## src/rtl/elog_pkg.sv

```systemverilog
package elog_pkg;
  localparam int WORD_W = 32;
  typedef logic [WORD_W-1:0] word_t;
  typedef struct packed {
    word_t ts;
    word_t mask;
    word_t lev;
  } evt_rec_t;
  localparam int REC_W = $bits(evt_rec_t);
endpackage

```

## src/rtl/elog_tick.sv

```systemverilog
module elog_tick #(
  parameter int PW = 16,
  parameter int TW = 32
) (
  input  logic          clk,
  input  logic          rst_n,
  input  logic [PW-1:0] div,
  output logic          tick,
  output logic [TW-1:0] ts
);
  logic [PW-1:0] pc_q, pc_d;
  logic [TW-1:0] ts_q, ts_d;

  assign tick = (pc_q >= div);
  assign ts   = ts_q;

  always_comb begin
    pc_d = tick ? '0 : pc_q + 1'b1;
    ts_d = tick ? ts_q + 1'b1 : ts_q;
  end

  always_ff @(posedge clk or negedge rst_n) begin
    if (!rst_n) begin
      pc_q <= '0;
      ts_q <= '0;
    end else begin
      pc_q <= pc_d;
      ts_q <= ts_d;
    end
  end


  ts_hold_chk: assert property (@(posedge clk) disable iff (!rst_n)
    !tick |=> $stable(ts_q));
endmodule

```

## src/rtl/elog_chan.sv

```systemverilog
module elog_chan #(
  parameter int FW = 4
) (
  input  logic          clk,
  input  logic          rst_n,
  input  logic          din,
  input  logic          tick,
  input  logic          en,
  input  logic          filt_en,
  input  logic [FW-1:0] filt_len,
  input  logic          narrow_clr,
  output logic          lev_cur,
  output logic          lev_nxt,
  output logic          narrow
);
  logic s1_q, s2_q, s2d_q, raw_q, raw_d, act_q, act_d;
  logic lev_q, lev_d, nar_q, nar_d, seen, nar_set;
  logic [FW-1:0] fc_q, fc_d;

  assign seen    = act_q | (s2_q ^ s2d_q);
  assign nar_set = tick & en & seen & (s2_q == raw_q);

  always_comb begin
    fc_d    = '0;
    lev_nxt = lev_q;
    if (!filt_en) begin
      lev_nxt = s2_q;
    end else if (s2_q != lev_q) begin
      if (fc_q >= filt_len) lev_nxt = s2_q;
      else                  fc_d    = fc_q + 1'b1;
    end
    act_d = tick ? 1'b0 : seen;
    raw_d = tick ? s2_q : raw_q;
    lev_d = tick ? lev_nxt : lev_q;
    nar_d = nar_set | (nar_q & ~narrow_clr);
  end

  always_ff @(posedge clk or negedge rst_n) begin
    if (!rst_n) begin
      s1_q  <= 1'b0;
      s2_q  <= 1'b0;
      s2d_q <= 1'b0;
      raw_q <= 1'b0;
      act_q <= 1'b0;
      lev_q <= 1'b0;
      fc_q  <= '0;
      nar_q <= 1'b0;
    end else begin
      s1_q  <= din;
      s2_q  <= s1_q;
      s2d_q <= s2_q;
      raw_q <= raw_d;
      act_q <= act_d;
      lev_q <= lev_d;
      nar_q <= nar_d;
      if (tick) fc_q <= fc_d;
    end
  end

  assign lev_cur = lev_q;
  assign narrow  = nar_q;


  narrow_sticky_chk: assert property (@(posedge clk) disable iff (!rst_n)
    (nar_q && !narrow_clr) |=> nar_q);

  narrow_masked_chk: assert property (@(posedge clk) disable iff (!rst_n)
    (!en && !nar_q) |=> !nar_q);
endmodule

```

## src/rtl/elog_fifo.sv

```systemverilog
module elog_fifo #(
  parameter int DW    = 96,
  parameter int DEPTH = 16
) (
  input  logic          clk,
  input  logic          rst_n,
  input  logic          wr,
  input  logic [DW-1:0] wdata,
  input  logic          rd,
  output logic [DW-1:0] rdata,
  output logic          empty,
  output logic          full
);
  localparam int AW = $clog2(DEPTH);

  logic [DW-1:0] mem [DEPTH];
  logic [AW-1:0] wp_q, rp_q;
  logic [AW:0]   cnt_q, cnt_d;
  logic          push, pop;

  assign empty = (cnt_q == '0);
  assign full  = (cnt_q == (AW+1)'(DEPTH));
  assign push  = wr & ~full;
  assign pop   = rd & ~empty;
  assign rdata = mem[rp_q];

  always_comb begin
    cnt_d = cnt_q;
    if (push && !pop) cnt_d = cnt_q + 1'b1;
    if (pop && !push) cnt_d = cnt_q - 1'b1;
  end

  always_ff @(posedge clk) begin
    if (push) mem[wp_q] <= wdata;
  end

  always_ff @(posedge clk or negedge rst_n) begin
    if (!rst_n) begin
      wp_q  <= '0;
      rp_q  <= '0;
      cnt_q <= '0;
    end else begin
      if (push) wp_q <= wp_q + 1'b1;
      if (pop)  rp_q <= rp_q + 1'b1;
      cnt_q <= cnt_d;
    end
  end


  fifo_bound_chk: assert property (@(posedge clk) disable iff (!rst_n)
    cnt_q <= (AW+1)'(DEPTH));

  fifo_full_hold_chk: assert property (@(posedge clk) disable iff (!rst_n)
    (full && !rd) |=> full);

  fifo_empty_pop_chk: assert property (@(posedge clk) disable iff (!rst_n)
    (empty && !wr) |=> empty);
endmodule

```

## src/rtl/edge_event_logger.sv

```systemverilog
module edge_event_logger
  import elog_pkg::*;
#(
  parameter int NCH   = 32,
  parameter int PW    = 16,
  parameter int FW    = 4,
  parameter int DEPTH = 16
) (
  input  logic           clk,
  input  logic           rst_n,
  input  logic [NCH-1:0] din,
  input  logic [NCH-1:0] ch_enable,
  input  logic [PW-1:0]  presc_div,
  input  logic           filt_en,
  input  logic [FW-1:0]  filt_len,
  input  logic           rd_en,
  input  logic           ovf_clr,
  input  logic           narrow_clr,
  output logic           rd_valid,
  output logic [31:0]    rd_ts,
  output logic [NCH-1:0] rd_mask,
  output logic [NCH-1:0] rd_levels,
  output logic           overflow,
  output logic [NCH-1:0] narrow_flag
);
  logic           tick, fifo_empty, fifo_full, rec_req, ovf_q, ovf_d;
  word_t          ts;
  logic [NCH-1:0] lev_cur, lev_nxt, chg_mask;
  evt_rec_t       rec_in, rec_out;

  elog_tick #(.PW(PW), .TW(WORD_W)) u_tick (
    .clk(clk), .rst_n(rst_n), .div(presc_div), .tick(tick), .ts(ts)
  );

  for (genvar i = 0; i < NCH; i++) begin : g_ch
    elog_chan #(.FW(FW)) u_ch (
      .clk(clk), .rst_n(rst_n), .din(din[i]), .tick(tick),
      .en(ch_enable[i]), .filt_en(filt_en), .filt_len(filt_len),
      .narrow_clr(narrow_clr), .lev_cur(lev_cur[i]),
      .lev_nxt(lev_nxt[i]), .narrow(narrow_flag[i])
    );
  end

  always_comb begin
    chg_mask = (lev_nxt ^ lev_cur) & ch_enable;
    rec_req  = tick & (|chg_mask);
    rec_in   = '0;
    rec_in.ts            = ts;
    rec_in.mask[NCH-1:0] = chg_mask;
    rec_in.lev[NCH-1:0]  = lev_nxt;
    ovf_d    = (rec_req & fifo_full) | (ovf_q & ~ovf_clr);
  end

  elog_fifo #(.DW(REC_W), .DEPTH(DEPTH)) u_fifo (
    .clk(clk), .rst_n(rst_n), .wr(rec_req), .wdata(rec_in),
    .rd(rd_en), .rdata(rec_out), .empty(fifo_empty), .full(fifo_full)
  );

  always_ff @(posedge clk or negedge rst_n) begin
    if (!rst_n) ovf_q <= 1'b0;
    else        ovf_q <= ovf_d;
  end

  assign rd_valid  = ~fifo_empty;
  assign rd_ts     = rec_out.ts;
  assign rd_mask   = rec_out.mask[NCH-1:0];
  assign rd_levels = rec_out.lev[NCH-1:0];
  assign overflow  = ovf_q;


  ovf_sticky_chk: assert property (@(posedge clk) disable iff (!rst_n)
    (ovf_q && !ovf_clr) |=> ovf_q);

  record_nonempty_chk: assert property (@(posedge clk) disable iff (!rst_n)
    rec_req |-> (rec_in.mask != '0));
endmodule

```

## config.mk

```make
export PLATFORM = sky130hd
export DESIGN_NAME = edge_event_logger
export DESIGN_NICKNAME = d
export VERILOG_FILES = /design/src/rtl/elog_pkg.sv /design/src/rtl/elog_tick.sv /design/src/rtl/elog_chan.sv /design/src/rtl/elog_fifo.sv /design/src/rtl/edge_event_logger.sv
export SDC_FILE = /design/constraint.sdc
export NUM_CORES = 2
export LEC_CHECK = 0
export BUFFER_PORTS_ARGS = -buffer_cell sky130_fd_sc_hd__buf_2
export CELL_PAD_IN_SITES_DETAIL_PLACEMENT = 1
export CELL_PAD_IN_SITES_GLOBAL_PLACEMENT = 2
export CORE_ASPECT_RATIO = 1.25
export CORE_UTILIZATION = 25
export CTS_CLUSTER_SIZE = 28
export DETAILED_ROUTE_END_ITERATION = 10
export GPL_ROUTABILITY_DRIVEN = 0
export HOLD_SLACK_MARGIN = 0.06
export PLACE_DENSITY = 0.57
export RECOVER_POWER = 25
export SYNTH_ARGS = -nofsm -noshare
export SYNTH_HDL_FRONTEND = slang
export SYNTH_SLANG_ARGS = --single-unit
```

## constraint.sdc

```tcl
create_clock -name clk -period 10.1 [get_ports clk]
set_input_delay 2.02 -clock clk [delete_from_list [all_inputs] [get_ports clk]]
set_output_delay 2.02 -clock clk [all_outputs]
set_load 0.01 [all_outputs]
```

==> out/metrics.cfg <==
[logic_synthesis]
syn_area_um2=79470
synthCells=4477
avgSynthCellArea_um2=17.75
yosysUniqueCellTypes=54
ys_seq_elements=1950
synthFlopType=edfxtp_1
synth_edf_count=1536
synth_async_sr_flop_share=0.2123
synth.largest_area_cell=edfxtp_1
ys_seq_area_frac=0.7108
synth_fp_nets=4755
yosys_warnings=0
synth.top_cell.area_share=0.5804
synthTopCellsByArea=edfxtp_1 58%, mux4_2 14%, dfrtp_1 13%

[worst_hold_path]
holdPathStages=0
min_to=g_ch[3].u_ch.s2_q
hp-start=g_ch[3].u_ch.s1_q
worstHoldPathType=reg -> reg

[clock_tree]
clk_pin_slew_ns=0.06
hold_buffers=0
cts_setup_buffers=0
cts_tree=built
clock_sinks=1950
clock_tree.root_cell=clkbuf_16
clk_latency_ns=0.88
cts_inserted_buffers=205
ctsResizeCount=0
cts_max_path_buffers=4
h-tree-depth=4

[timing]
hold_viol=0
finalSetupViolCount=0
slew_violations=266
rsz0062_at_grt=no
worst_clock_skew_ns=0.07009
min_period_ns=7.249
tightest_slew_ns=3.410
post-route-period-util=0.7177
slew-limit-headroom=-1.273
fmax_ghz=0.1379

[worst_setup_path]
reg2reg_slack_ns=4.40
crit_slowest_cell=nor4_2
worstPathRequired_ns=10.53
rr_startpoint=g_ch[3].u_ch.fc_q[0]
critPathArrivalTime_ns=7.68
crit_chain=clkbuf_1, clkinv_1, ha_1, o211ai_1, o2111ai_1, and3_1, nor4_2, nand4_1, o31ai_4, buf_4, nor3_2, buf_4, buf_4
crit_type=in -> reg
reg2regPathDepth=12
cpMostUsedCell=buf_4
cp_max_fo=54
worstSetupStartpointType=input port
endpoint_kind=register
slowest_delay_ns=0.98
r2r-end=u_fifo.mem[9][91]

[run_status]
status=finished, violations left
violations=max-capacitance violations, max-slew violations

[global_routing]
grt_pass1_vias=45570
track_usage=0.1400
grt_overflow=0
grt_max_degree=145
antenna_found_initial=39
grt_pass1_wl_mm=325.8

[layout]
fin_area_um2=92210
area_growth_pct=16.03
nets=5035
final_cells=9118
n_fill_cell=32689
layout-drive-gt1-share=0.2216

[drt]
post-route-drc-count=0
wl_per_cell_um=24.68
postRouteAntennaNets=0
drt_iter0_drc=2807
drt-pass1-iter-count=5
via_per_inst=4.532
vias=41324
finalWirelength_mm=225.1

[placement]
place_area_um2=85820
dp.cells=8744
dp_hpwl_mm=131.6
port_buffers=219

[floorplan]
die_w_um=506.3
die_h_um=632.4
die_area_um2=320200
ios=220
fp-row-count=231
start_util=0.2511
core-area_um2=316500

[power]
p_leak_nw=32.16
power_density_nw_per_um2=259.2
ir_worst_vdd_uv=205.2

[job]
cap_violations=4

[where the power goes]
part           internal (W)  switching, W
sequential          0.00943      0.000503
clock               0.00422       0.00319
combinational       0.00270       0.00386
total                0.0163       0.00756
[layout by cell type, fill, tap and decap left out, types with 124 or more instances in the layout]
| master | count |
|---|---|
| edfxtp_1 | 1536 |
| mux4_2 | 480 |
| dfrtp_1 | 410 |
| nand2_1 | 326 |
| nor2_1 | 249 |
| nand3_1 | 228 |
| clkbuf_16 | 209 |
| ha_1 | 187 |
| buf_2 | 179 |
| o21ai_0 | 124 |
[synth_stat cells (9+ instances only)]
master and count:
nand3_1 228, nor4_1 10, clkbuf_1 115, a211oi_1 11, o211ai_1 28, nand2b_1 89, nand4_1 13, and3_1 36
and2_1 13, edfxtp_1 1536, xor2_1 95, o21ai_0 124, mux2_2 33, inv_1 117, ha_1 187, nor2_1 249
nor3b_1 22, xnor2_1 22, nand2_1 326, buf_4 32, nor3_1 36, buf_1 52, or4_1 16, o31ai_1 35
o2bb2ai_1 9, a21oi_1 15, nor2b_1 45, mux4_2 480, o2111ai_1 19, dfrtp_1 414
[per-layer routing]
| metal | GRT usage | up-vias | share of wire |
|---|---|---|---|
| met1 | 0.1720 | 22285 | 0.42 |
| met4 | 0.04254 | 8 | 0.030 |
| met3 | 0.01837 | 295 | 0.033 |
| met5 | 0 | - | 0.00018 |
| li1 | - | 18013 | - |
| met2 | 0.2532 | 723 | 0.52 |
[critical path: cells and delay by family]
| kind | cells | cell delay (ns) |
|---|---|---|
| adders and majority gates | 1 | 0.55 |
| buffers and inverters | 5 | 1.99 |
| AOI/OAI and AO/OA | 3 | 0.76 |
| and+or+nand+nor | 4 | 2.21 |
[state kept, by name (all words and copies together) (netlist names)]
register           flops
g_ch.u_ch.act_q       32
g_ch.u_ch.fc_q       128
g_ch.u_ch.lev_cur     32
g_ch.u_ch.narrow      32
g_ch.u_ch.raw_q       32
g_ch.u_ch.s1_q        32
g_ch.u_ch.s2_q        32
g_ch.u_ch.s2d_q       32
overflow               1
u_fifo.cnt_q           5
u_fifo.mem          1536
u_fifo.rp_q            4
u_fifo.wp_q            4
u_tick.pc_q           16
u_tick.ts             32
[worst max path at each step]
stage,from,to,slack [ns],depth (start not counted)
2_1_floorplan,filt_len[2],u_fifo.mem[15][0],-1.55,10
3_3_place_gp,filt_len[3],u_fifo.mem[10][0],2.03,13
5_1_grt,rst_n,g_ch[27].u_ch.act_q,2.15,3
6_report,filt_len[3],u_fifo.mem[9][91],2.85,13
3_5_place_dp,filt_len[3],u_fifo.mem[9][95],1.93,13
4_1_cts,filt_len[3],u_fifo.mem[9][91],2.83,13
[per-stage QoR]
step | setup WS [ns] | power [W] | setup TNS [ns] | util | hold slack (ns)
3_3_place_gp | 2.028 | 0.01690 | 0 | 0.2712 | 0.3361
5_1_grt | 2.151 | 0.02507 | 0 | 0.2913 | 0.3561
2_1_floorplan | -1.550 | 0.01406 | -2346.62 | - | 0.3312
4_1_cts | 2.831 | 0.02451 | 0 | 0.2916 | 0.3481
3_5_place_dp | 1.930 | 0.01700 | 0 | 0.2712 | 0.3362
6_report | 2.851 | 0.02390 | 0 | 0.2913 | 0.3485
[layout make-up]
| type | instances | area, um2 | area share |
|---|---|---|---|
| sequential | 1950 | 56500 | 0.6127 |
| multi-input combinational | 2199 | 21710 | 0.2354 |
| clock buffer | 281 | 5741 | 0.06226 |
| tap | 4194 | 5248 | 0.05691 |
| timing repair buffer | 283 | 1809 | 0.01962 |
| clock inverter | 87 | 743.2 | 0.008060 |
| inverter | 118 | 442.9 | 0.004804 |
| antenna | 6 | 15.01 | 0.0001628 |
[cell families after synthesis]
group / share of synthesized area
flops: 0.7108
simple gates: 0.06565
mux: 0.1407
buf+inv: 0.01749
compound gates: 0.02281
fa+ha+maj: 0.02969
xor+xnor: 0.01289
Note: power is estimated with default switching activity, not from simulation.
